### src/rtl/dmas_pkg.sv
package dmas_pkg;

  // Strobes that the control module sends to the datapath, one enable and one clear per stage.
  typedef struct packed {
    logic inEn;
    logic inClr;
    logic pipeEn;
    logic pipeClr;
    logic outEn;
    logic outClr;
  } stageStrobe_t;

  localparam int unsigned NUM_SRC = 4;

endpackage

### src/rtl/dmas_ctrl.sv
module dmas_ctrl
  import dmas_pkg::*;
#(
  parameter int unsigned IN_CE_SEL    = 0,
  parameter int unsigned IN_RST_SEL   = 0,
  parameter int unsigned PIPE_CE_SEL  = 1,
  parameter int unsigned PIPE_RST_SEL = 1,
  parameter int unsigned OUT_CE_SEL   = 2,
  parameter int unsigned OUT_RST_SEL  = 2
) (
  input  logic [NUM_SRC-1:0] ceBus,
  input  logic [NUM_SRC-1:0] rstBus,
  output stageStrobe_t       strobe
);

  localparam int unsigned SEL_W = $clog2(NUM_SRC);
  localparam logic [SEL_W-1:0] IN_CE   = SEL_W'(IN_CE_SEL);
  localparam logic [SEL_W-1:0] IN_RST  = SEL_W'(IN_RST_SEL);
  localparam logic [SEL_W-1:0] PIP_CE  = SEL_W'(PIPE_CE_SEL);
  localparam logic [SEL_W-1:0] PIP_RST = SEL_W'(PIPE_RST_SEL);
  localparam logic [SEL_W-1:0] OUT_CE  = SEL_W'(OUT_CE_SEL);
  localparam logic [SEL_W-1:0] OUT_RST = SEL_W'(OUT_RST_SEL);

  // Each stage picks one enable line and one reset line. Clear wins over enable.
  always_comb begin
    strobe.inClr   = rstBus[IN_RST];
    strobe.inEn    = ceBus[IN_CE] & ~rstBus[IN_RST];
    strobe.pipeClr = rstBus[PIP_RST];
    strobe.pipeEn  = ceBus[PIP_CE] & ~rstBus[PIP_RST];
    strobe.outClr  = rstBus[OUT_RST];
    strobe.outEn   = ceBus[OUT_CE] & ~rstBus[OUT_RST];
  end

endmodule

### src/rtl/dmas_datapath.sv
module dmas_datapath
  import dmas_pkg::*;
#(
  parameter int unsigned PA            = 8,
  parameter int unsigned PB            = 6,
  parameter bit          USE_IN_REG    = 1'b1,
  parameter bit          USE_PIPE_REG  = 1'b1,
  parameter bit          USE_OUT_REG   = 1'b1,
  parameter bit          A0_FROM_CHAIN = 1'b0,
  parameter bit          B0_FROM_CHAIN = 1'b0,
  parameter bit          A1_FROM_CHAIN = 1'b0,
  parameter bit          B1_FROM_CHAIN = 1'b0,
  localparam int unsigned PW = PA + PB,
  localparam int unsigned RW = PW + 1
) (
  input  logic         clk,
  input  stageStrobe_t strobe,
  input  logic [PA-1:0] a0,
  input  logic [PB-1:0] b0,
  input  logic [PA-1:0] a1,
  input  logic [PB-1:0] b1,
  input  logic [PA-1:0] shiftInA,
  input  logic [PB-1:0] shiftInB,
  input  logic          signedMode,
  input  logic          subMode,
  output logic [PA-1:0] shiftOutA,
  output logic [PB-1:0] shiftOutB,
  output logic [RW-1:0] result
);

  // ---------------- input stage ----------------
  logic [PA-1:0] a0Src, a1Src, a0Q, a1Q;
  logic [PB-1:0] b0Src, b1Src, b0Q, b1Q;
  logic          sgnI, subI;

  assign a0Src = A0_FROM_CHAIN ? shiftInA : a0;
  assign b0Src = B0_FROM_CHAIN ? shiftInB : b0;
  assign a1Src = A1_FROM_CHAIN ? a0Q : a1;
  assign b1Src = B1_FROM_CHAIN ? b0Q : b1;

  generate
    if (USE_IN_REG) begin : g_inReg
      always_ff @(posedge clk) begin
        if (strobe.inClr) begin
          a0Q  <= '0;
          b0Q  <= '0;
          a1Q  <= '0;
          b1Q  <= '0;
          sgnI <= 1'b0;
          subI <= 1'b0;
        end else if (strobe.inEn) begin
          a0Q  <= a0Src;
          b0Q  <= b0Src;
          a1Q  <= a1Src;
          b1Q  <= b1Src;
          sgnI <= signedMode;
          subI <= subMode;
        end
      end

      AST_IN_CLEAR: assert property (@(posedge clk) disable iff (strobe.inClr)
        $past(strobe.inClr) |-> (shiftOutA == '0 && shiftOutB == '0));
      AST_IN_HOLD: assert property (@(posedge clk) disable iff (strobe.inClr)
        !strobe.inEn |=> ($stable(shiftOutA) && $stable(shiftOutB)));
      AST_CHAIN_SHIFT: assert property (@(posedge clk) disable iff (strobe.inClr)
        strobe.inEn |=> (shiftOutA == $past(a1Src) && shiftOutB == $past(b1Src)));
    end else begin : g_inByp
      assign a0Q  = a0Src;
      assign b0Q  = b0Src;
      assign a1Q  = a1Src;
      assign b1Q  = b1Src;
      assign sgnI = signedMode;
      assign subI = subMode;
    end
  endgenerate

  assign shiftOutA = a1Q;
  assign shiftOutB = b1Q;

  // ---------------- multipliers ----------------
  function automatic logic [PW-1:0] mulOp(input logic [PA-1:0] x, input logic [PB-1:0] y,
                                          input logic sgn);
    logic signed [PA:0]   xe;
    logic signed [PB:0]   ye;
    logic signed [PW+1:0] full;
    xe   = {sgn & x[PA-1], x};
    ye   = {sgn & y[PB-1], y};
    full = xe * ye;
    return full[PW-1:0];
  endfunction

  logic [PW-1:0] prod0, prod1;
  assign prod0 = mulOp(a0Q, b0Q, sgnI);
  assign prod1 = mulOp(a1Q, b1Q, sgnI);

  // ---------------- pipeline stage ----------------
  logic [PW-1:0] prod0P, prod1P;
  logic          sgnP, subP;

  generate
    if (USE_PIPE_REG) begin : g_pipeReg
      always_ff @(posedge clk) begin
        if (strobe.pipeClr) begin
          prod0P <= '0;
          prod1P <= '0;
          sgnP   <= 1'b0;
          subP   <= 1'b0;
        end else if (strobe.pipeEn) begin
          prod0P <= prod0;
          prod1P <= prod1;
          sgnP   <= sgnI;
          subP   <= subI;
        end
      end
    end else begin : g_pipeByp
      assign prod0P = prod0;
      assign prod1P = prod1;
      assign sgnP   = sgnI;
      assign subP   = subI;
    end
  endgenerate

  // ---------------- add / subtract ----------------
  logic [RW-1:0] ext0, ext1, sumW;
  assign ext0 = {sgnP & prod0P[PW-1], prod0P};
  assign ext1 = {sgnP & prod1P[PW-1], prod1P};
  assign sumW = subP ? (ext0 - ext1) : (ext0 + ext1);

  // ---------------- output stage ----------------
  generate
    if (USE_OUT_REG) begin : g_outReg
      logic [RW-1:0] resQ;
      always_ff @(posedge clk) begin
        if (strobe.outClr)     resQ <= '0;
        else if (strobe.outEn) resQ <= sumW;
      end
      assign result = resQ;

      AST_OUT_CLEAR: assert property (@(posedge clk) disable iff (strobe.outClr)
        $past(strobe.outClr) |-> (result == '0));
      AST_OUT_HOLD: assert property (@(posedge clk) disable iff (strobe.outClr)
        !strobe.outEn |=> $stable(result));
      AST_OUT_FOLLOW: assert property (@(posedge clk) disable iff (strobe.outClr)
        strobe.outEn |=> (result == $past(sumW)));
    end else begin : g_outByp
      assign result = sumW;
    end
  endgenerate

endmodule

### src/rtl/dmas_top.sv
module dmas_top
  import dmas_pkg::*;
#(
  parameter int unsigned PA            = 8,
  parameter int unsigned PB            = 6,
  parameter bit          USE_IN_REG    = 1'b1,
  parameter bit          USE_PIPE_REG  = 1'b1,
  parameter bit          USE_OUT_REG   = 1'b1,
  parameter bit          A0_FROM_CHAIN = 1'b0,
  parameter bit          B0_FROM_CHAIN = 1'b0,
  parameter bit          A1_FROM_CHAIN = 1'b0,
  parameter bit          B1_FROM_CHAIN = 1'b0,
  parameter int unsigned IN_CE_SEL     = 0,
  parameter int unsigned IN_RST_SEL    = 0,
  parameter int unsigned PIPE_CE_SEL   = 1,
  parameter int unsigned PIPE_RST_SEL  = 1,
  parameter int unsigned OUT_CE_SEL    = 2,
  parameter int unsigned OUT_RST_SEL   = 2,
  localparam int unsigned RW = PA + PB + 1
) (
  input  logic          clk,
  input  logic [3:0]    ceBus,
  input  logic [3:0]    rstBus,
  input  logic [PA-1:0] a0,
  input  logic [PB-1:0] b0,
  input  logic [PA-1:0] a1,
  input  logic [PB-1:0] b1,
  input  logic [PA-1:0] shiftInA,
  input  logic [PB-1:0] shiftInB,
  input  logic          signedMode,
  input  logic          subMode,
  output logic [PA-1:0] shiftOutA,
  output logic [PB-1:0] shiftOutB,
  output logic [RW-1:0] result
);

  stageStrobe_t strobe;

  dmas_ctrl #(
    .IN_CE_SEL(IN_CE_SEL), .IN_RST_SEL(IN_RST_SEL),
    .PIPE_CE_SEL(PIPE_CE_SEL), .PIPE_RST_SEL(PIPE_RST_SEL),
    .OUT_CE_SEL(OUT_CE_SEL), .OUT_RST_SEL(OUT_RST_SEL)
  ) ctrl_i (
    .ceBus(ceBus), .rstBus(rstBus), .strobe(strobe)
  );

  dmas_datapath #(
    .PA(PA), .PB(PB),
    .USE_IN_REG(USE_IN_REG), .USE_PIPE_REG(USE_PIPE_REG), .USE_OUT_REG(USE_OUT_REG),
    .A0_FROM_CHAIN(A0_FROM_CHAIN), .B0_FROM_CHAIN(B0_FROM_CHAIN),
    .A1_FROM_CHAIN(A1_FROM_CHAIN), .B1_FROM_CHAIN(B1_FROM_CHAIN)
  ) dp_i (
    .clk(clk), .strobe(strobe),
    .a0(a0), .b0(b0), .a1(a1), .b1(b1),
    .shiftInA(shiftInA), .shiftInB(shiftInB),
    .signedMode(signedMode), .subMode(subMode),
    .shiftOutA(shiftOutA), .shiftOutB(shiftOutB), .result(result)
  );

endmodule

### config.mk
export PLATFORM = sky130hd
export DESIGN_NAME = dmas_top
export DESIGN_NICKNAME = d
export VERILOG_FILES = /design/src/rtl/dmas_pkg.sv /design/src/rtl/dmas_ctrl.sv /design/src/rtl/dmas_datapath.sv /design/src/rtl/dmas_top.sv
export SDC_FILE = /design/constraint.sdc
export NUM_CORES = 1
export LEC_CHECK = 0
export BUFFER_PORTS_ARGS = -buffer_cell sky130_fd_sc_hd__buf_2
export CORE_MARGIN = 2
export CORE_UTILIZATION = 30
export CTS_CLUSTER_DIAMETER = 150
export DETAILED_ROUTE_END_ITERATION = 12
export GPL_TIMING_DRIVEN = 0
export PLACE_DENSITY = 0.5
export SYNTH_ARGS = -nofsm -noshare
export SYNTH_HDL_FRONTEND = slang
export SYNTH_SLANG_ARGS = --single-unit
export TNS_END_PERCENT = 10
### constraint.sdc
create_clock -name clk -period 5.89 [get_ports clk]
set_clock_uncertainty 0.05 [all_clocks]
set_input_delay 0 -clock clk [delete_from_list [all_inputs] [get_ports clk]]
set_output_delay 0 -clock clk [all_outputs]
set_load 0.05 [all_outputs]
==> results of run 1 <==
-- flip-flops by register name (all words and copies together) (netlist names) --
register	cells
dp_i.subI	1
dp_i.shiftOutB	6
dp_i.result	15
dp_i.b0Q	6
dp_i.shiftOutA	8
dp_i.subP	1
dp_i.sgnI	1
dp_i.sgnP	1
dp_i.a0Q	8
dp_i.prod1P	14
dp_i.prod0P	14
-- path summary, 6_finish.rpt --
path              slack (ps)                         from  cells after the start                            to
setup reg to reg         520       dp_i.sgnI$_SDFFE_PP0P_                     17  dp_i.prod1P[13]$_SDFFE_PP0P_
hold / removal            30                     ceBus[1]                      3   dp_i.prod0P[8]$_SDFFE_PP0P_
setup / recovery         520       dp_i.sgnI$_SDFFE_PP0P_                     17  dp_i.prod1P[13]$_SDFFE_PP0P_
hold reg to reg          420  dp_i.prod0P[0]$_SDFFE_PP0P_                      2   dp_i.prod0P[0]$_SDFFE_PP0P_
-- power groups by stage --
stage | Combinational [mW] | Sequential [mW] | Clock, mW
2_1_floorplan | 0.386 | 0.674 | 0
3_3_place_gp | 0.594 | 0.606 | 0
3_5_place_dp | 0.596 | 0.607 | 0
4_1_cts | 0.614 | 0.596 | 0.610
5_1_grt | 0.679 | 0.603 | 0.628
6_report | 0.607 | 0.595 | 0.590
-- routing by layer --
layer / wire length, um / vias up / global-route usage
met5: 0 / - / 0
met4: 158 / 0 / 0.0281
met3: 376 / 11 / 0.0195
met2: 8420 / 60 / 0.222
met1: 9590 / 2869 / 0.198
li1: - / 3123 / -
-- logic make-up after synthesis --
kind of cell	Yosys count	synth area share
flip-flops	75	0.188
AND/OR/NAND/NOR	294	0.190
multiplexers	56	0.0706
buffers and inverters	164	0.0772
AO/OA/AOI/OAI	104	0.0937
XOR/XNOR	47	0.0516
adder cells (fa/ha/maj)	158	0.328
-- cell usage after synthesis (8+ instances only) --
master and n:
and2_1 80, o21ai_0 8, nand2b_1 14, clkbuf_1 25, a211oi_1 11, a21o_1 8
a31oi_1 10, dfxtp_1 75, inv_1 132, fa_1 85, and3_1 8, nand2_1 41
nor3_1 11, nor2_1 95, a21oi_1 21, xnor2_1 40, mux2i_1 54, nand3_1 14
ha_1 73
-- worst min-delay path: stages --
cell,delay [ps]
buf_2,90
nand2b_1,150
o22ai_1,140
-- placed cells by master (no fill, tap or decap), types with 31 or more instances in the layout --
cell type and instances:
nand2_1 41, buf_2 61, inv_1 132, fa_1 85
ha_1 73, xnor2_1 40, and2_1 80, nor2_1 95
dfxtp_1 75, mux2i_1 54, dlygate4sd3_1 31
-- cell type report --
type | instances | area, um^2 | area share
clock buffer | 9 | 225 | 0.0242
tap | 335 | 419 | 0.0450
multi-input combinational | 659 | 5850 | 0.628
inverter | 134 | 503 | 0.0540
timing repair buffer | 92 | 616 | 0.0661
sequential | 75 | 1500 | 0.161
clock inverter | 7 | 83.8 | 0.00900
buffer | 30 | 113 | 0.0121
-- what timing repair did --
| item | in CTS | in global routing |
|---|---|---|
| hold endpoints to repair | 32 | 0 |
| hold buffers | 31 | 0 |
| setup endpoints to repair | 0 | 0 |
| buffers inserted | 0 | 0 |
==> run_results.csv, run 1 <==
group,metric,value,unit
timing,slew_viol_final,0,
timing,rsz0062_at_grt,"no",
timing,setup_viol,0,
logic_synthesis,async_reset_ff_frac,0,
routing,routed_wirelength,18.5,mm
cells_and_area,syn2layout_area_growth,16.9,%
pwr,power.share.sequential,0.332,
routing,ant_nets,0,
routing,drc,0,
worst_setup_path,crit_chain,"clkbuf_1 -> nand2_1 -> or2_2 -> fa_1 -> fa_1 -> inv_1 -> fa_1 -> inv_1 -> fa_1 -> inv_1 -> ha_1 -> o21ai_0 -> o21bai_1 -> a31o_1 -> a41o_1 -> or3_1 -> o311ai_1",
pwr,total_power,1.79,mW
cells_and_area,nets,1212,
worst_setup_path,end_kind,"flop",
worst_setup_path,cp_slowest_stage_delay,540,ps
cts,clk_pin_slew,70,ps
logic_synthesis,synth-main-ff-cell,"dfxtp_1",
logic_synthesis,netlist_instances,898,
timing,worst_slack,517,ps
flow_run,maxCapViolations,0,
cells_and_area,num_antenna_cells,0,
place,numPortBuffers,61,
pwr,clock_power_share,0.329,
floorplanning,start_util,0.306,
timing,tightest_slew,916,ps
logic_synthesis,syn_avg_cell_area,8.88,um^2
logic_synthesis,yosys_warnings,0,
outcome,status,"complete, no violations",
timing,fin_crit,5370,ps
pwr,netSwitchingPower,662,uW
cells_and_area,utilization,0.357,
logic_synthesis,synth-seq-cells,75,
logic_synthesis,synth_top_area_frac,0.213,
worst_setup_path,crit_buf_inv,4,
cts,root_buffer,"clkbuf_16",
worst_setup_path,cp_top_family,"adder cells",
grt,grt_pass1_vias,6073,
floorplanning,rows,59,
cells_and_area,final_area,9320,um^2
place,hpwl,14.9,mm
place,placed_area,8700,um^2
timing,hold_violations,0,
routing,drtIter0Drc,224,
cts,htreeDepth,3,
cells_and_area,nFillCells,2715,
floorplanning,core,26100,um^2
pwr,cellPowerDensity,192,nW/um^2
cts,insertion_delay,350,ps
timing,fmax,186,MHz
floorplanning,die_h,167,um
place,post-place-ws,511,ps
pwr,internal_power,1.13,mW
timing,max_slew_margin,0.389,
floorplanning,die_area,27900,um^2
logic_synthesis,synth_seq_area_share,0.188,
worst_setup_path,cp_slowest_cell,"fa_1",
floorplanning,io_pins,82,
grt,grt_first_pass_wirelength,31.2,mm
logic_synthesis,netlist_area,7970,um^2
routing,viasPerCell,4.52,
worst_setup_path,crit_top_cell,"fa_1",
cells_and_area,drive_above_1_share,0.0954,
grt,overflow,0,
cts,cts_tree,"yes",
worst_setup_path,crit_type,"reg2reg",
place,place.gp.congestion,0.784,
logic_synthesis,synth-edff-count,0,
cts,clockBufferDepth,2,
timing,fin_crit_sh,0.912,
logic_synthesis,yosysUniqueCellTypes,56,
place,dp_cells,1294,
grt,grt_start_max_net_pins,16,
routing,vias,6063,
pwr,p_comb_frac,0.339,
worst_setup_path,startpoint_type,"flop",
cts,clock-sinks,75,
floorplanning,fp.dieW,167,um
timing,tns,0,ps
logic_synthesis,synth_area_leader_cell,"fa_1",
routing,wl_per_cell,13.8,um
logic_synthesis,syn_nets,1109,
routing,drt-pass1-iter-count,5,
cts,cts_resized,0,
worst_setup_path,cp_max_fo,8,
logic_synthesis,synth_area_leaders,"fa_1 21%, dfxtp_1 19%, ha_1 11%",
worst_setup_path,crit_required,6090,ps
pwr,power.leakage,4.48,nW
cells_and_area,instances_no_fill,1341,
worst_hold_path,hp-class,"in2reg",
cts,cts_inserted_buffers,9,
grt,grt_use_total,0.138,
timing,hold_slack,32.0,ps
grt,antenna_found_initial,0,
pwr,switching_share,0.369,
worst_setup_path,arrival,5570,ps
pwr,max-vdd-ir-drop,170,uV
(Power assumes the default switching activity.)
==> run 2, diff against run 1 <==
--- a/config.mk
+++ b/config.mk
@@ -8,6 +8,7 @@
 export BUFFER_PORTS_ARGS = -buffer_cell sky130_fd_sc_hd__buf_2
 export CORE_MARGIN = 2
 export CORE_UTILIZATION = 30
+export CTS_BUF_LIST = sky130_fd_sc_hd__clkbuf_4
 export CTS_CLUSTER_DIAMETER = 150
 export DETAILED_ROUTE_END_ITERATION = 12
 export GPL_TIMING_DRIVEN = 0
==> run 2 against run 1 <==
Sequential share of layout area fell by 0.30 points. Power down 12%. Die area is the same. First-iteration DRC count rose by 3.6%. Fmax shrank 0.73%. Sequential cell count stayed put. Clock power decreased by 39%. Combinational power is 3% higher. Design area increased by 1.9%. Clock-buffer cell count unchanged. Critical endpoint unchanged. Largest power group unchanged.
==> run_results.csv, run 2 (synthesized netlist as in run 1, its figures left out) <==
group,metric,value,unit
cells_and_area,regArea,1500,um^2
cells_and_area,utilization,0.364,
grt,grt_pass1_vias,6224,
cts,cts_inserted_buffers,9,
place,placed_area,8700,um^2
cells_and_area,drive_above_1_share,0.0924,
outcome,status,"complete, no violations",
worst_setup_path,startpoint_type,"flop",
worst_setup_path,reg2regPathDepth,17,
worst_hold_path,hold_path_depth,4,
routing,vias,6223,
worst_setup_path,end_kind,"flop",
routing,ant_nets,0,
routing,drtIter0Drc,232,
place,numPortBuffers,61,
floorplanning,die_area,27900,um^2
worst_setup_path,arrival,5730,ps
cts,htreeDepth,3,
timing,fin_crit_sh,0.919,
grt,grt_use_total,0.140,
cells_and_area,syn2layout_area_growth,19.1,%
grt,grt_first_pass_wirelength,31.7,mm
cts,postCtsSetupRepairBufs,0,
worst_setup_path,cp_max_fo,8,
cells_and_area,largest_reg_flops,15,
floorplanning,die_h,167,um
grt,overflow,0,
worst_setup_path,r2r_slack,480,ps
routing,wl_per_cell,13.7,um
cells_and_area,instances_no_fill,1375,
timing,worst_slack,477,ps
timing,rsz0062_at_grt,"no",
grt,grt_start_max_net_pins,16,
worst_setup_path,crit_type,"reg2reg",
timing,tns,0,ps
timing,tightest_slew,948,ps
cts,clock-sinks,75,
pwr,cellPowerDensity,167,nW/um^2
timing,hold_violations,0,
timing,slew_viol_final,0,
floorplanning,fp.dieW,167,um
floorplanning,rows,59,
worst_hold_path,hp-class,"in2reg",
floorplanning,io_pins,82,
cells_and_area,multi_input_area,5850,um^2
routing,routed_wirelength,18.8,mm
cts,clk_pin_slew,150,ps
pwr,total_power,1.58,mW
cts,clockBufferDepth,2,
worst_setup_path,crit_required,6210,ps
cts,cts_resized,0,
cells_and_area,final_area,9490,um^2
routing,drc,0,
flow_run,maxCapViolations,0,
worst_setup_path,r2r_start,"dp_i.sgnI$_SDFFE_PP0P_",
cts,insertion_delay,470,ps
cts,cts_tree,"yes",
grt,antenna_found_initial,1,
cells_and_area,nets,1245,
timing,fin_crit,5410,ps
worst_setup_path,r2r-end,"dp_i.prod1P[13]$_SDFFE_PP0P_",
pwr,max-vdd-ir-drop,170,uV
pwr,power.leakage,4.60,nW
routing,viasPerCell,4.53,
worst_hold_path,min_from,"rstBus[1]",
routing,drt-pass1-iter-count,4,
cells_and_area,final_cell_mix,"132 x inv_1, 95 x nor2_1, 85 x fa_1",
cells_and_area,mostFrequentLayoutCell,"inv_1",
place,dp_cells,1294,
place,hpwl,14.9,mm
floorplanning,start_util,0.306,
place,place.gp.congestion,0.784,
worst_hold_path,hold_path_end,"dp_i.prod1P[13]$_SDFFE_PP0P_",
place,post-place-ws,511,ps
timing,setup_viol,0,
cts,root_buffer,"clkbuf_4",
cells_and_area,nFillCells,2712,
timing,max_slew_margin,0.368,
timing,hold_slack,40.3,ps
timing,fmax,185,MHz
floorplanning,core,26100,um^2
==> run 2: cell type report <==
type | count | share of cell area
diodes | 1 | 0.000264
clock inverters | 7 | 0.00883
inverters | 134 | 0.0530
clock buffers | 9 | 0.00712
flip-flops and latches | 75 | 0.158
well taps | 335 | 0.0442
multi-input cells | 659 | 0.617
plain buffers | 30 | 0.0119
repair buffers | 125 | 0.0997
==> run 2: timing repair <==
item / in CTS / in global routing
hold endpoints to repair: 41 / 0
hold buffers: 64 / 0
endpoints found under the setup margin: 0 / 0
==> run 2: worst max path at each step <==
| stage | from | end | slack, ps | depth (start not counted) |
|---|---|---|---|---|
| 2_1_floorplan | dp_i.shiftOutB[5]$_SDFFE_PP0P_ | dp_i.prod1P[13]$_SDFFE_PP0P_ | 690 | 17 |
| 3_3_place_gp | dp_i.sgnI$_SDFFE_PP0P_ | dp_i.prod1P[13]$_SDFFE_PP0P_ | 460 | 17 |
| 3_5_place_dp | dp_i.sgnI$_SDFFE_PP0P_ | dp_i.prod1P[13]$_SDFFE_PP0P_ | 510 | 17 |
| 4_1_cts | dp_i.shiftOutB[5]$_SDFFE_PP0P_ | dp_i.prod1P[13]$_SDFFE_PP0P_ | 450 | 17 |
| 5_1_grt | dp_i.shiftOutB[5]$_SDFFE_PP0P_ | dp_i.prod1P[13]$_SDFFE_PP0P_ | 130 | 17 |
| 6_report | dp_i.sgnI$_SDFFE_PP0P_ | dp_i.prod1P[13]$_SDFFE_PP0P_ | 480 | 17 |
==> run 2: critical path, cell delays in order, from the launching register on <==
cell      delay [ps]
dfxtp_1          340
clkbuf_1         390
nand2_1          340
or2_2            380
fa_1             510
fa_1             540
inv_1             50
fa_1             520
inv_1             50
fa_1             530
inv_1             40
ha_1             330
o21ai_0          180
o21bai_1         120
a31o_1           260
a41o_1           250
or3_1            360
o311ai_1          70
==> run 2: per-layer routing <==
metal	routed length [um]	global-route usage	share of wire	vias to the layer above
met3	523	0.0202	0.028	10
met1	9550	0.199	0.51	2943
met4	157	0.0281	0.0083	0
met5	0	0	0	-
met2	8570	0.227	0.46	80
li1	-	-	-	3190
==> run 2: power by group <==
group	internal (mW)	total, mW	switching (mW)
clock network	0.137	0.361	0.223
registers	0.548	0.596	0.0478
logic	0.262	0.625	0.364
total	0.947	1.58	0.635
